`src/rtl/vcmp_ff_pkg.sv`:
```
package vcmp_ff_pkg;

  localparam int CF_W = 4;

  localparam logic [CF_W-1:0] CF_LT = 4'b1000;
  localparam logic [CF_W-1:0] CF_GT = 4'b0100;
  localparam logic [CF_W-1:0] CF_EQ = 4'b0010;

  localparam logic [1:0] SEL_EQ = 2'd2;

  typedef enum logic [0:0] {
    ST_IDLE = 1'b0,
    ST_RUN  = 1'b1
  } seq_state_e;

  typedef struct packed {
    logic       rec_en;
    logic       ffirst_en;
    logic [1:0] bit_sel;
    logic       inv;
    logic       incl;
    logic       wide_sel;
  } ff_cfg_t;

endpackage

```
`src/rtl/vcmp_ff_cmp.sv`:
```
module vcmp_ff_cmp
  import vcmp_ff_pkg::*;
#(
  parameter int DW = 16
) (
  input  logic signed [DW-1:0] elem,
  input  logic signed [DW-1:0] scal,
  output logic [CF_W-1:0]      field
);

  logic is_lt;
  logic is_gt;

  always_comb begin
    is_lt = (elem < scal);
    is_gt = (elem > scal);
    if (is_lt) begin
      field = CF_LT;
    end else if (is_gt) begin
      field = CF_GT;
    end else begin
      field = CF_EQ;
    end
  end

endmodule

```
`src/rtl/vcmp_ff_test.sv`:
```
module vcmp_ff_test
  import vcmp_ff_pkg::*;
(
  input  logic [CF_W-1:0] field,
  input  ff_cfg_t         cfg,
  output logic            hit
);

  logic [1:0] sel_eff;
  logic       raw_bit;
  logic       armed;

  always_comb begin
    sel_eff = cfg.wide_sel ? SEL_EQ : cfg.bit_sel;
    case (sel_eff)
      2'd0:    raw_bit = field[3];
      2'd1:    raw_bit = field[2];
      2'd2:    raw_bit = field[1];
      default: raw_bit = field[0];
    endcase
    armed = cfg.rec_en & cfg.ffirst_en;
    hit   = armed & (raw_bit ^ cfg.inv);
  end

endmodule

```
`src/rtl/vcmp_ff_ctrl.sv`:
```
module vcmp_ff_ctrl
  import vcmp_ff_pkg::*;
#(
  parameter int LW = 4
) (
  input  logic          clk,
  input  logic          rst_n,
  input  logic          start,
  input  logic [LW-1:0] vlen,
  input  logic          hit,
  input  logic          incl,
  output logic          running,
  output logic          accept,
  output logic [LW-1:0] step,
  output logic [LW-1:0] vl_out,
  output logic          done
);

  localparam logic [LW-1:0] ONE = LW'(1);

  seq_state_e    st_q, st_d;
  logic [LW-1:0] step_q, step_d;
  logic [LW-1:0] len_q, len_d;
  logic [LW-1:0] vl_q, vl_d;
  logic          done_q, done_d;
  logic          last_step;

  always_comb begin
    st_d      = st_q;
    step_d    = step_q;
    len_d     = len_q;
    vl_d      = vl_q;
    done_d    = 1'b0;
    accept    = 1'b0;
    last_step = (step_q == (len_q - ONE));
    case (st_q)
      ST_IDLE: begin
        if (start) begin
          accept = 1'b1;
          len_d  = vlen;
          step_d = '0;
          if (vlen == '0) begin
            vl_d   = '0;
            done_d = 1'b1;
          end else begin
            st_d = ST_RUN;
          end
        end
      end
      default: begin
        if (hit) begin
          vl_d   = incl ? (step_q + ONE) : step_q;
          done_d = 1'b1;
          st_d   = ST_IDLE;
          step_d = '0;
        end else if (last_step) begin
          vl_d   = len_q;
          done_d = 1'b1;
          st_d   = ST_IDLE;
          step_d = '0;
        end else begin
          step_d = step_q + ONE;
        end
      end
    endcase
  end

  always_ff @(posedge clk or negedge rst_n) begin
    if (!rst_n) begin
      st_q   <= ST_IDLE;
      step_q <= '0;
      len_q  <= '0;
      vl_q   <= '0;
      done_q <= 1'b0;
    end else begin
      st_q   <= st_d;
      step_q <= step_d;
      len_q  <= len_d;
      vl_q   <= vl_d;
      done_q <= done_d;
    end
  end

  assign running = (st_q == ST_RUN);
  assign step    = step_q;
  assign vl_out  = vl_q;
  assign done    = done_q;

  AST_DONE_PULSE: assert property (@(posedge clk) disable iff (!rst_n)
    done_q |=> !done_q);

  AST_VL_ONLY_AT_DONE: assert property (@(posedge clk) disable iff (!rst_n)
    !$stable(vl_q) |-> done_q);

  AST_VL_BOUND: assert property (@(posedge clk) disable iff (!rst_n)
    done_q |-> (vl_q <= len_q));

  AST_STEP_RANGE: assert property (@(posedge clk) disable iff (!rst_n)
    running |-> (step_q < len_q));

  AST_EXCL_LEN: assert property (@(posedge clk) disable iff (!rst_n)
    (running && hit && !incl) |=> (done_q && vl_q == $past(step_q)));

endmodule

```
`src/rtl/vcmp_ff_seq.sv`:
```
module vcmp_ff_seq
  import vcmp_ff_pkg::*;
#(
  parameter int DW = 16,
  parameter int LW = 4
) (
  input  logic                 clk,
  input  logic                 rst_n,
  input  logic                 start,
  input  logic [LW-1:0]        vlen,
  input  logic signed [DW-1:0] scalar,
  input  logic                 rec_en,
  input  logic                 ffirst_en,
  input  logic [1:0]           bit_sel,
  input  logic                 inv,
  input  logic                 incl,
  input  logic                 wide_sel,
  output logic [LW-1:0]        elem_idx,
  input  logic signed [DW-1:0] elem_data,
  output logic                 cf_we,
  output logic [LW-1:0]        cf_idx,
  output logic [3:0]           cf_wdata,
  input  logic [3:0]           cf_rdata,
  output logic [LW-1:0]        vl_out,
  output logic                 done
);

  ff_cfg_t               cfg_q, cfg_d;
  logic signed [DW-1:0]  scal_q, scal_d;
  logic                  running;
  logic                  accept;
  logic [LW-1:0]         step;
  logic [CF_W-1:0]       field;
  logic                  test_hit;
  logic                  hit;
  logic                  restore;

  // capture operands and configuration on an accepted start
  always_comb begin
    cfg_d  = cfg_q;
    scal_d = scal_q;
    if (accept) begin
      cfg_d  = '{rec_en: rec_en, ffirst_en: ffirst_en, bit_sel: bit_sel,
                 inv: inv, incl: incl, wide_sel: wide_sel};
      scal_d = scalar;
    end
  end

  always_ff @(posedge clk or negedge rst_n) begin
    if (!rst_n) begin
      cfg_q  <= '0;
      scal_q <= '0;
    end else begin
      cfg_q  <= cfg_d;
      scal_q <= scal_d;
    end
  end

  vcmp_ff_cmp #(.DW(DW)) u_cmp (
    .elem  (elem_data),
    .scal  (scal_q),
    .field (field)
  );

  vcmp_ff_test u_test (
    .field (field),
    .cfg   (cfg_q),
    .hit   (test_hit)
  );

  assign hit = running & test_hit;

  vcmp_ff_ctrl #(.LW(LW)) u_ctrl (
    .clk     (clk),
    .rst_n   (rst_n),
    .start   (start),
    .vlen    (vlen),
    .hit     (hit),
    .incl    (cfg_q.incl),
    .running (running),
    .accept  (accept),
    .step    (step),
    .vl_out  (vl_out),
    .done    (done)
  );

  always_comb begin
    restore  = hit & ~cfg_q.incl;
    elem_idx = step;
    cf_idx   = step;
    cf_we    = running;
    cf_wdata = restore ? cf_rdata : field;
  end

  AST_IDLE_NO_WRITE: assert property (@(posedge clk) disable iff (!rst_n)
    !running |-> !cf_we);

  AST_ASCENDING: assert property (@(posedge clk) disable iff (!rst_n)
    (cf_we && $past(cf_we)) |-> (cf_idx == $past(cf_idx) + LW'(1)));

  AST_FIELD_FORMAT: assert property (@(posedge clk) disable iff (!rst_n)
    (cf_we && !restore) |-> ($onehot0(cf_wdata) && cf_wdata[0] == 1'b0
                              && cf_wdata != 4'b0000));

  AST_NO_HIT_UNARMED: assert property (@(posedge clk) disable iff (!rst_n)
    (running && !(cfg_q.rec_en && cfg_q.ffirst_en)) |-> !hit);

endmodule

```
`config.mk`:
```
export PLATFORM = sky130hd
export DESIGN_NAME = vcmp_ff_seq
export DESIGN_NICKNAME = d
export VERILOG_FILES = /design/src/rtl/vcmp_ff_pkg.sv /design/src/rtl/vcmp_ff_cmp.sv /design/src/rtl/vcmp_ff_test.sv /design/src/rtl/vcmp_ff_ctrl.sv /design/src/rtl/vcmp_ff_seq.sv
export SDC_FILE = /design/constraint.sdc
export NUM_CORES = 1
export LEC_CHECK = 0
export BUFFER_PORTS_ARGS = -buffer_cell sky130_fd_sc_hd__buf_2
export CAP_MARGIN = 20
export CORE_MARGIN = 10
export CORE_UTILIZATION = 30
export CTS_BUF_LIST = sky130_fd_sc_hd__clkbuf_8
export CTS_CLUSTER_SIZE = 8
export DETAILED_ROUTE_END_ITERATION = 10
export GPL_TIMING_DRIVEN = 0
export SLEW_MARGIN = 0
export SYNTH_ARGS = -nofsm -noshare
export SYNTH_HDL_FRONTEND = slang
export SYNTH_SLANG_ARGS = --single-unit
export TNS_END_PERCENT = 50
```
`constraint.sdc`:
```
create_clock -name clk -period 3.85 [get_ports clk]
set_input_delay 0.385 -clock clk [delete_from_list [all_inputs] [get_ports clk]]
set_output_delay 0.385 -clock clk [all_outputs]
set_load 0.1 [all_outputs]
```
=== Yosys cells after proc, flatten, opt, wreduce, memory -nomap -nowiden ===
Index checks and enable logic that the tools add are counted.

* Bits in registers: 37
* Output and inout bits: 18
* Input port bits: 50

* Add/sub/neg operators: 2
* Muxes and demuxes: 27
* Equality and inequality tests: 4
* Bitwise operators: 7
* Order comparisons: 2
* Reduce and logical (&&, ||, !) cells: 6

{| class="wikitable"
|+ Operators by type and width
! operator !! count
|-
| $mux W4 || 12
|-
| $gt A16 B16 Y1 || 1
|-
| $lt A16 B16 Y1 || 1
|-
| $mux W1 || 12
|-
| $add A4 B1 Y4 const B || 1
|-
| $and A1 B1 Y1 || 4
|-
| $eq A4 B4 Y1 || 1
|-
| $logic_not A4 Y1 || 1
|-
| $reduce_bool A2 Y1 || 2
|-
| $sub A4 B1 Y4 const B || 1
|-
| $mux W3 || 1
|-
| $ne A3 B3 Y1 const B || 1
|-
| $pmux W1 S3 || 1
|-
| $reduce_and A3 Y1 || 1
|-
| $eq A2 B1 Y1 const B || 1
|-
| $eq A2 B2 Y1 const B || 1
|-
| $logic_not A2 Y1 || 1
|-
| $mux W2 || 1
|-
| $not A1 Y1 || 2
|-
| $reduce_and A2 Y1 || 1
|-
| $xor A1 B1 Y1 || 1
|}

=== Longest topological paths before layout ===
Gate-level depths: netlist (run 1).

* Word-level depth: 9
* Depth in mapped cells: 12

=== Cells and area by module ===
From an unflattened synthesis (run 1), not the netlist that was laid out.

* Cell total of the unflattened synthesis: 214
* Area total of the unflattened synthesis: 2326.0 um^2

{| class="wikitable"
|+ Modules (own cells, without submodules)
! module !! area an instance (um^2) !! cells each !! times used !! sequential area each (um^2)
|-
| vcmp_ff_seq || 958.4 || 58 || 1 || 575.6
|-
| vcmp_ff_ctrl || 813.3 || 80 || 1 || 350.3
|-
| vcmp_ff_cmp || 485.5 || 67 || 1 || 0.0
|-
| vcmp_ff_test || 68.8 || 9 || 1 || 0.0
|}

=== Least setup slack after synthesis (run 1) ===
OpenSTA, ideal clock, no wires.

* Path kind: input -> output
* Start: in elem_data[7]
* End: out cf_wdata[0]
* Path slack: -97 ps
* Arrival time: 3562 ps
* Stages: 9
* Data required time: 3465 ps
* Cells stage by stage: ha_1 nand4_2 nor4_2 mux2i_1 nor3_1 a221o_1 nor4_2 o21ai_2 nor2_1

* Cells in the longest elaborated chain, start to end: 9
* Elaborated cells between the ends (all ways): 10

{| class="wikitable"
|+ Ends and longest elaborated chain
! element !! line !! source
|-
| start, declared || vcmp_ff_seq.sv:19 || <nowiki>input logic signed [DW-1:0] elem_data,</nowiki>
|-
| $gt A16 B16 Y1 || vcmp_ff_cmp.sv:16 || <nowiki>is_gt = (elem > scal);</nowiki>
|-
| $mux W3 || vcmp_ff_cmp.sv:19 || <nowiki>end else if (is_gt) begin</nowiki>
|-
| $mux W4 (*) || vcmp_ff_cmp.sv:17 || <nowiki>if (is_lt) begin</nowiki>
|-
| $pmux W1 S3 || vcmp_ff_test.sv:15 || <nowiki>case (sel_eff)</nowiki>
|-
| $xor A1 B1 Y1 || vcmp_ff_test.sv:22 || <nowiki>hit = armed & (raw_bit ^ cfg.inv);</nowiki>
|-
| $and A1 B1 Y1 || vcmp_ff_test.sv:22 ||
|-
| $and A1 B1 Y1 || vcmp_ff_seq.sv:71 || <nowiki>assign hit = running & test_hit;</nowiki>
|-
| $and A1 B1 Y1 || vcmp_ff_seq.sv:88 || <nowiki>restore = hit & ~cfg_q.incl;</nowiki>
|-
| $mux W4 (*) || vcmp_ff_seq.sv:92 || <nowiki>cf_wdata = restore ? cf_rdata : field;</nowiki>
|-
| end, declared || vcmp_ff_seq.sv:22 || <nowiki>output logic [3:0] cf_wdata,</nowiki>
|}

Every way passes the cells marked *; elsewhere a longest branch is shown, timed or not.

=== Final worst setup path (run 1) ===
* Start: reg scal_q[15]
* End: out cf_wdata[1]

* Cells in the longest elaborated chain, start to end: 9
* Elaborated cells between the ends (all ways): 10

{| class="wikitable"
|+ Ends and longest elaborated chain
! element !! line !! source
|-
| start, declared || vcmp_ff_seq.sv:29 || <nowiki>logic signed [DW-1:0] scal_q, scal_d;</nowiki>
|-
| start signal, assigned || vcmp_ff_seq.sv:55 || <nowiki>scal_q <= scal_d;</nowiki>
|-
| $gt A16 B16 Y1 || vcmp_ff_cmp.sv:16 ||
|-
| $mux W3 || vcmp_ff_cmp.sv:19 ||
|-
| $mux W4 (*) || vcmp_ff_cmp.sv:17 ||
|-
| $pmux W1 S3 || vcmp_ff_test.sv:15 ||
|-
| $xor A1 B1 Y1 || vcmp_ff_test.sv:22 ||
|-
| $and A1 B1 Y1 || vcmp_ff_test.sv:22 ||
|-
| $and A1 B1 Y1 || vcmp_ff_seq.sv:71 ||
|-
| $and A1 B1 Y1 || vcmp_ff_seq.sv:88 ||
|-
| $mux W4 (*) || vcmp_ff_seq.sv:92 ||
|}

Marks and branches as above.

==> results.toml, run 1 <==
[outcome]
status = "complete, no violations"

[die]
fp.dieW_um = 110
die_area_um2 = 12000
core_um2 = 7770
start_util_pct = 31.1
boundaryPins = 68
num_rows = 32
die_y_um = 110

[timing]
finalHoldViolCount = 0
fin_ws_ns = 0.130
fin_hold_ws_ns = 0.186
worst_pin_slew_ns = 0.831
maxSlewViolCount = 0
post-route-min-period_ns = 3.72
setup_viol = 0
setup_tns_ns = 0
max-slew-margin-rel_pct = 44.6
period_share_pct = 96.6
max_freq_ghz = 0.269
skew_ns = 0.00485

[synthesis]
yosys_warnings = 0
ys_types = 47
syn_avg_cell_area_um2 = 9.54
synth_top_family_by_area = "simple AND/OR/NAND/NOR gates"
synth-main-ff-cell = "dfrtp_1"
yosys_register_bits = 37
synthXorXnorAreaFrac_pct = 3.63
synth_edf_count = 0
synth.mux.area_fraction_pct = 7.36
async_reset_ff_share_pct = 100
synthAdderAreaFrac_pct = 9.33
synth-simple-area-share_pct = 19.8
synth_cells = 253
syn_nets = 321
synth_compound_area_share_pct = 14.7
syn_area_um2 = 2410
synth.yosys.seq_area_share_pct = 38.4

[critical_path]
critPathKind = "flip-flop to output port"
crit_fanout = 9
cp-start-kind = "flip-flop"
end_kind = "output port"
critPathArrivalTime_ns = 3.33
crit_required_ns = 3.46

[layout]
antennaDiodeCount = 0
finalNonFillerCells = 436
syn2layout_area_growth_pct = 28.8
final_util_pct = 40.0
final_area_um2 = 3110
drive_gt1_share_pct = 36.8
nNetsFinal = 402

[place]
placed_area_um2 = 2880
port_buffers = 67
place_ws_ns = -0.0457
dp_hpwl_um = 4970
dp.cells = 422
place_congestion = 0.849

[route]
dr_wl_met2_um = 3150
first_pass_iters = 4
drtAntennaViolNets = 0
wl_met1_um = 2860
wirelength_um = 6450
top_layer = "met4"
drt-wirelength-per-cell_um = 14.8
drt_iter0_drc = 85
wl_met3_um = 381
dr_total_vias = 2062
drc = 0
vias_per_cell = 4.73

[pwr]
internal_power_mw = 1.34
pwr-share-clk_pct = 9.8
p_switching_mw = 1.50
p_per_area_nw_per_um2 = 914
p_seq_share_pct = 25.5
p_sw_share_pct = 52.7
p_leak_nw = 1.46
p_total_mw = 2.84
vdd_drop_max_mv = 0.526
comb_power_share_pct = 64.6

[grt]
grtUsageTotal_pct = 10.7
antenna_found_initial = 0
grt_pass1_wl_um = 10200
grt_remaining_overflow = 0
grt_max_degree = 38
grt_pass1_vias = 2134

[clocking]
cts-root-buf = "clkbuf_8"
clock_latency_ns = 0.29
clk_path_buf_depth = 2
cts_tree = "done"
ctsHoldBuffers = 0
numCtsBuffers = 5
clk_pin_slew_ns = 0.08
cts_htree_levels = 2
cts.sinks = 37

[worst_hold_path]
holdCritPathClass = "input port to asynchronous set/reset pin"

[job]
cap_viol_max_count = 0
cell usage after synthesis (2+ instances only):
cell type,instances,share of area [%]
nand4b_1,4,1.5
buf_4,5,1.6
inv_1,22,3.4
mux2i_1,2,0.83
nor2b_1,3,0.78
nor4_1,2,0.52
nor4_2,2,1.0
nand4_1,5,1.3
nand3_1,4,0.83
o31ai_2,4,2.1
mux2_1,2,0.93
a21oi_1,6,1.2
xnor2_1,8,2.9
clkbuf_1,4,0.62
a22o_1,2,0.73
o21a_1,4,1.2
nor3_1,9,1.9
nor3b_1,2,0.62
dfrtp_1,37,38
nand2_1,37,5.8
mux2_2,12,5.6
ha_1,18,9.3
o21ai_0,22,4.6
nor2_1,10,1.6
xor2_1,2,0.73
nand2b_1,3,0.78
a21o_2,2,0.73
path summary, 6_finish.rpt:
kind / start / end / slack [ns] / cells after the start
min reg2reg: scal_q[0]$_DFFE_PN0P_ / scal_q[0]$_DFFE_PN0P_ / 0.51 / 1
max: scal_q[15]$_DFFE_PN0P_ / cf_wdata[1] / 0.13 / 12
max in group asynchronous: rst_n / scal_q[5]$_DFFE_PN0P_ / 3.14 / 1
min: rst_n / u_ctrl.step[2]$_DFFE_PN0P_ / 0.19 / 1
max reg2reg: scal_q[15]$_DFFE_PN0P_ / u_ctrl.vl_out[3]$_DFFE_PN0P_ / 0.62 / 11
min in group clk: scalar[11] / scal_q[11]$_DFFE_PN0P_ / 0.29 / 3
layout make-up:
class | instances | area, um2
Timing Repair Buffer | 74 | 407
Clock buffer | 6 | 82.6
Sequential cell | 37 | 926
Multi-Input combinational cell | 182 | 1400
Fill cell | 802 | 4660
Inverter | 22 | 82.6
Tap cell | 102 | 128
Clock inverter | 1 | 3.75
Buffer | 12 | 81.3
layer usage:
metal  vias up  global-route usage, %
met5         -                      0
met2        45                   18.1
met1       966                   12.8
li1       1047                      -
met4         0                   3.62
met3         4                   2.93
power by group through the flow:
| stage | Combinational [mW] | Sequential [mW] | Clock, mW |
|---|---|---|---|
| 3_3_place_gp | 1.71 | 0.728 | 0 |
| 2_1_floorplan | 1.14 | 0.994 | 0 |
| 4_1_cts | 1.76 | 0.725 | 0.289 |
| 5_1_grt | 1.99 | 0.752 | 0.305 |
| 3_5_place_dp | 1.72 | 0.734 | 0 |
| 6_report | 1.84 | 0.726 | 0.279 |
state kept, by name, summed over array words and instances (netlist names):
register and flops:
u_ctrl.step 4, u_ctrl.vl_out 4, cfg_q 7, scal_q 16, u_ctrl.running 1, u_ctrl.len_q 4, u_ctrl.done 1
cell usage in the layout, fill, tap and decap left out, types with 3 or more instances in the layout:
| cell type | n |
|---|---|
| o31ai_2 | 4 |
| nor2b_1 | 3 |
| buf_2 | 64 |
| nand2_1 | 37 |
| o21ai_0 | 22 |
| nand4b_1 | 4 |
| buf_4 | 13 |
| nand4_1 | 5 |
| xnor2_1 | 8 |
| a21oi_1 | 6 |
| inv_1 | 23 |
| clkbuf_1 | 4 |
| o21a_1 | 4 |
| nor3_1 | 7 |
| ha_1 | 18 |
| clkbuf_8 | 7 |
| nor2_1 | 9 |
| dfrtp_1 | 37 |
| nand2b_1 | 3 |
| nand3_1 | 4 |
| mux2_2 | 13 |
cell families after synthesis:
group / after synthesis
muxes: 16
AOI/OAI and AO/OA: 49
adders and majority gates: 18
DFF: 37
and+or+nand+nor: 89
buffers and inverters: 34
xor gates and xnor gates: 10
critical path, stage by stage, from the launching register on:
cell	delay, ns
dfrtp_1	0.32
inv_1	0.05
ha_1	0.27
buf_4	0.15
nand4_1	0.15
nor4_4	0.37
mux2i_2	0.29
nor3_1	0.09
a221o_1	0.34
nor4_4	0.37
o21ai_4	0.12
mux2_1	0.33
buf_6	0.19
what timing repair did:
action | 4_1_cts | 5_1_grt
endpoints found under the setup margin | 4 | 4
pin swaps | 0 | 5
gates resized for setup | 6 | 11
setup buffers | 0 | 7
hold endpoints to repair | 0 | 0
Note: power is estimated with default switching activity, not from simulation.
==> run 2, diff against run 1 <==
--- a/config.mk
+++ b/config.mk
@@ -5,6 +5,7 @@
 export SDC_FILE = /design/constraint.sdc
 export NUM_CORES = 1
 export LEC_CHECK = 0
+export ABC_AREA = 1
 export BUFFER_PORTS_ARGS = -buffer_cell sky130_fd_sc_hd__buf_2
 export CAP_MARGIN = 20
 export CORE_MARGIN = 10
==> constraint.sdc (replaced) <==
create_clock -name clk -period 3.65 [get_ports clk]
set_input_delay 0.365 -clock clk [delete_from_list [all_inputs] [get_ports clk]]
set_output_delay 0.365 -clock clk [all_outputs]
set_load 0.1 [all_outputs]
==> results.toml, run 2 <==
[grt]
grt.busiest_layer = "met2"
grtUsageTotal_pct = 10.5
antenna_found_initial = 1
grt_util_met1_pct = 12.5
grt_util_met2_pct = 17.2
grt_remaining_overflow = 0
grt_pass1_vias = 2084
grt_pass1_wl_um = 9840
met3_usage_pct = 3.23
grt_max_degree = 38

[timing]
setup_viol = 0
worst_pin_slew_ns = 0.857
rsz0062_at_grt = "no"
finalHoldViolCount = 0
post-route-min-period_ns = 3.37
maxSlewViolCount = 0
setup_tns_ns = 0
max_freq_ghz = 0.297
period_share_pct = 92.3
skew_ns = 0.00587
max-slew-margin-rel_pct = 42.9

[pwr]
p_leak_nw = 1.56
p_total_mw = 2.86
p_switching_mw = 1.61
pwr-share-clk_pct = 11.3
p_sw_share_pct = 56.0
comb_power_share_pct = 62.8
p_per_area_nw_per_um2 = 1000
p_seq_share_pct = 25.9
vdd_drop_max_mv = 0.242
internal_power_mw = 1.26

[route]
dr_total_vias = 2003
first_pass_iters = 5
vias_per_cell = 4.42
drt-wirelength-per-cell_um = 13.0
drc = 0
drt_iter0_drc = 68
drtAntennaViolNets = 0
wirelength_um = 5870

[layout]
nNetsFinal = 420
drive_gt1_share_pct = 32.3
regMostFlops = "scal_q"
syn2layout_area_growth_pct = 24.5
reg_top3 = "scal_q x16, cfg_q x7"
layout_common_cells = "buf_2, nand2_1, dfrtp_1"
final_area_um2 = 2860
final_util_pct = 39.0
largest_reg_flops = 16
final_common_cell = "buf_2"

[clocking]
clock_latency_ns = 0.29
cts_tree = "done"
ctsHoldBuffers = 0
post_cts_buffers = 0
numCtsBuffers = 5
clk_pin_slew_ns = 0.08
cts.sinks = 37
cts_resized = 0
clk_path_buf_depth = 2
cts_htree_levels = 2
cts-root-buf = "clkbuf_8"

[worst_hold_path]
holdCritPathClass = "input port to asynchronous set/reset pin"

[synthesis]
syn_avg_cell_area_um2 = 8.26
yosys_register_bits = 37
synth_cells = 278
yosys_warnings = 0
async_reset_ff_share_pct = 100
syn_area_um2 = 2300
syn_nets = 346
ys_types = 30
yosysMostFrequentCell = "nand2_1"
synth_edf_count = 0
synth-main-ff-cell = "dfrtp_1"
synthTopCellsByCount = "nand2_1, dfrtp_1, inv_1, nor2_1, a21oi_1"
synth_top_area_share_pct = 40.3
synth.yosys.seq_area_share_pct = 40.3
yosys-top-cells-area = "dfrtp_1, ha_1, nand2_1, a21oi_1, inv_1"
yosys.area.top_type = "dfrtp_1"

[outcome]
status = "complete, no violations"

[critical_path]
crit_fanout = 9
end_kind = "output port"
critPathArrivalTime_ns = 3.00
crit_required_ns = 3.28
critPathKind = "flip-flop to output port"
cp-start-kind = "flip-flop"

[die]
fp.dieW_um = 107
die_area_um2 = 11600
boundaryPins = 68
die_y_um = 107
start_util_pct = 31.3
core_um2 = 7330
num_rows = 31

[place]
placed_area_um2 = 2760
place_congestion = 0.860
dp_hpwl_um = 4660
port_buffers = 67

[job]
cap_viol_max_count = 0
==> run 2: changes by cell type in the layout (fill, tap and decap cells not counted), sizes merged, moves of 7 or more <==
cell,delta
mux2,-7
a21oi,+23
nand2,+28
inv,+15
o21ai,-16
nor2,+24
buf,-10
==> run 2: path summary, 6_finish.rpt <==
check                                        startpoint                           end  slack, ns  cells past startpoint
setup / recovery                 scal_q[15]$_DFFE_PN0P_                   cf_wdata[1]       0.28                     13
hold / removal                                    rst_n    u_ctrl.step[0]$_DFFE_PN0P_       0.18                      1
setup reg to reg                 scal_q[15]$_DFFE_PN0P_  u_ctrl.vl_out[1]$_DFFE_PN0P_       1.25                     13
hold reg to reg            u_ctrl.vl_out[1]$_DFFE_PN0P_  u_ctrl.vl_out[1]$_DFFE_PN0P_       0.48                      2
max in group asynchronous                         rst_n         scal_q[5]$_DFFE_PN0P_       2.94                      1
min in group clk                             bit_sel[0]          cfg_q[3]$_DFFE_PN0P_       0.30                      2
==> run 2: stage by stage <==
stage               std cells  setup slack [ns]  hold WS [ns]
floorplan                 278            0.0985        0.0694
global placement          444             0.507         0.463
detailed placement        444             0.472         0.468
CTS                       452             0.257         0.218
global route              452            0.0519         0.260
finish                    453             0.283         0.180
==> run 2: worst max-delay path: stages, from the launching register on <==
cell and delay, ns:
dfrtp_1 0.33, inv_1 0.05, ha_1 0.36, nand2_2 0.10, nor2_4 0.13, nand2_2 0.08
nor3_1 0.28, nand4_1 0.22, nand4_2 0.22, nand3_4 0.18, nor2_4 0.19, nand2_1 0.06
o21ai_1 0.07, buf_2 0.44
==> run 2: cell type report <==
cell class,instances,area (um2)
Fill cell,779,4470
Clock inverter,1,5.00
Buffer,9,48.8
Sequential cell,37,926
Multi-Input combinational cell,194,1180
Clock buffer,7,96.3
Tap cell,99,124
Timing Repair Buffer,67,335
Antenna cell,1,2.50
Inverter,38,143
==> run 2: metal layers <==
| layer | routed length, um | part of all wire [%] |
|---|---|---|
| met4 | 60 | 1.0 |
| met5 | 0 | 0 |
| met3 | 343 | 5.8 |
| met2 | 2820 | 48 |
| met1 | 2650 | 45 |
==> run 2: logic make-up (layout without fill, tap and decap cells) <==
kind of cell / after synthesis / count (layout) / synth area share (%)
AO/OA/AOI/OAI: 39 / 39 / 9.10
XOR/XNOR: 7 / 7 / 2.67
adder cells (fa/ha/maj): 18 / 18 / 9.81
buffers and inverters: 47 / 122 / 8.34
flip-flops: 37 / 37 / 40.3
multiplexers: 7 / 7 / 3.43
other: 0 / 1 / 0
AND/OR/NAND/NOR: 123 / 123 / 26.3
==> run 2: power groups by stage <==
stage | logic (mW) | registers [mW] | clock network (mW)
global placement | 1.79 | 0.742 | 0
detailed placement | 1.81 | 0.750 | 0
global route | 1.98 | 0.773 | 0.349
floorplan | 1.15 | 1.07 | 0
finish | 1.80 | 0.742 | 0.324
CTS | 1.82 | 0.743 | 0.338
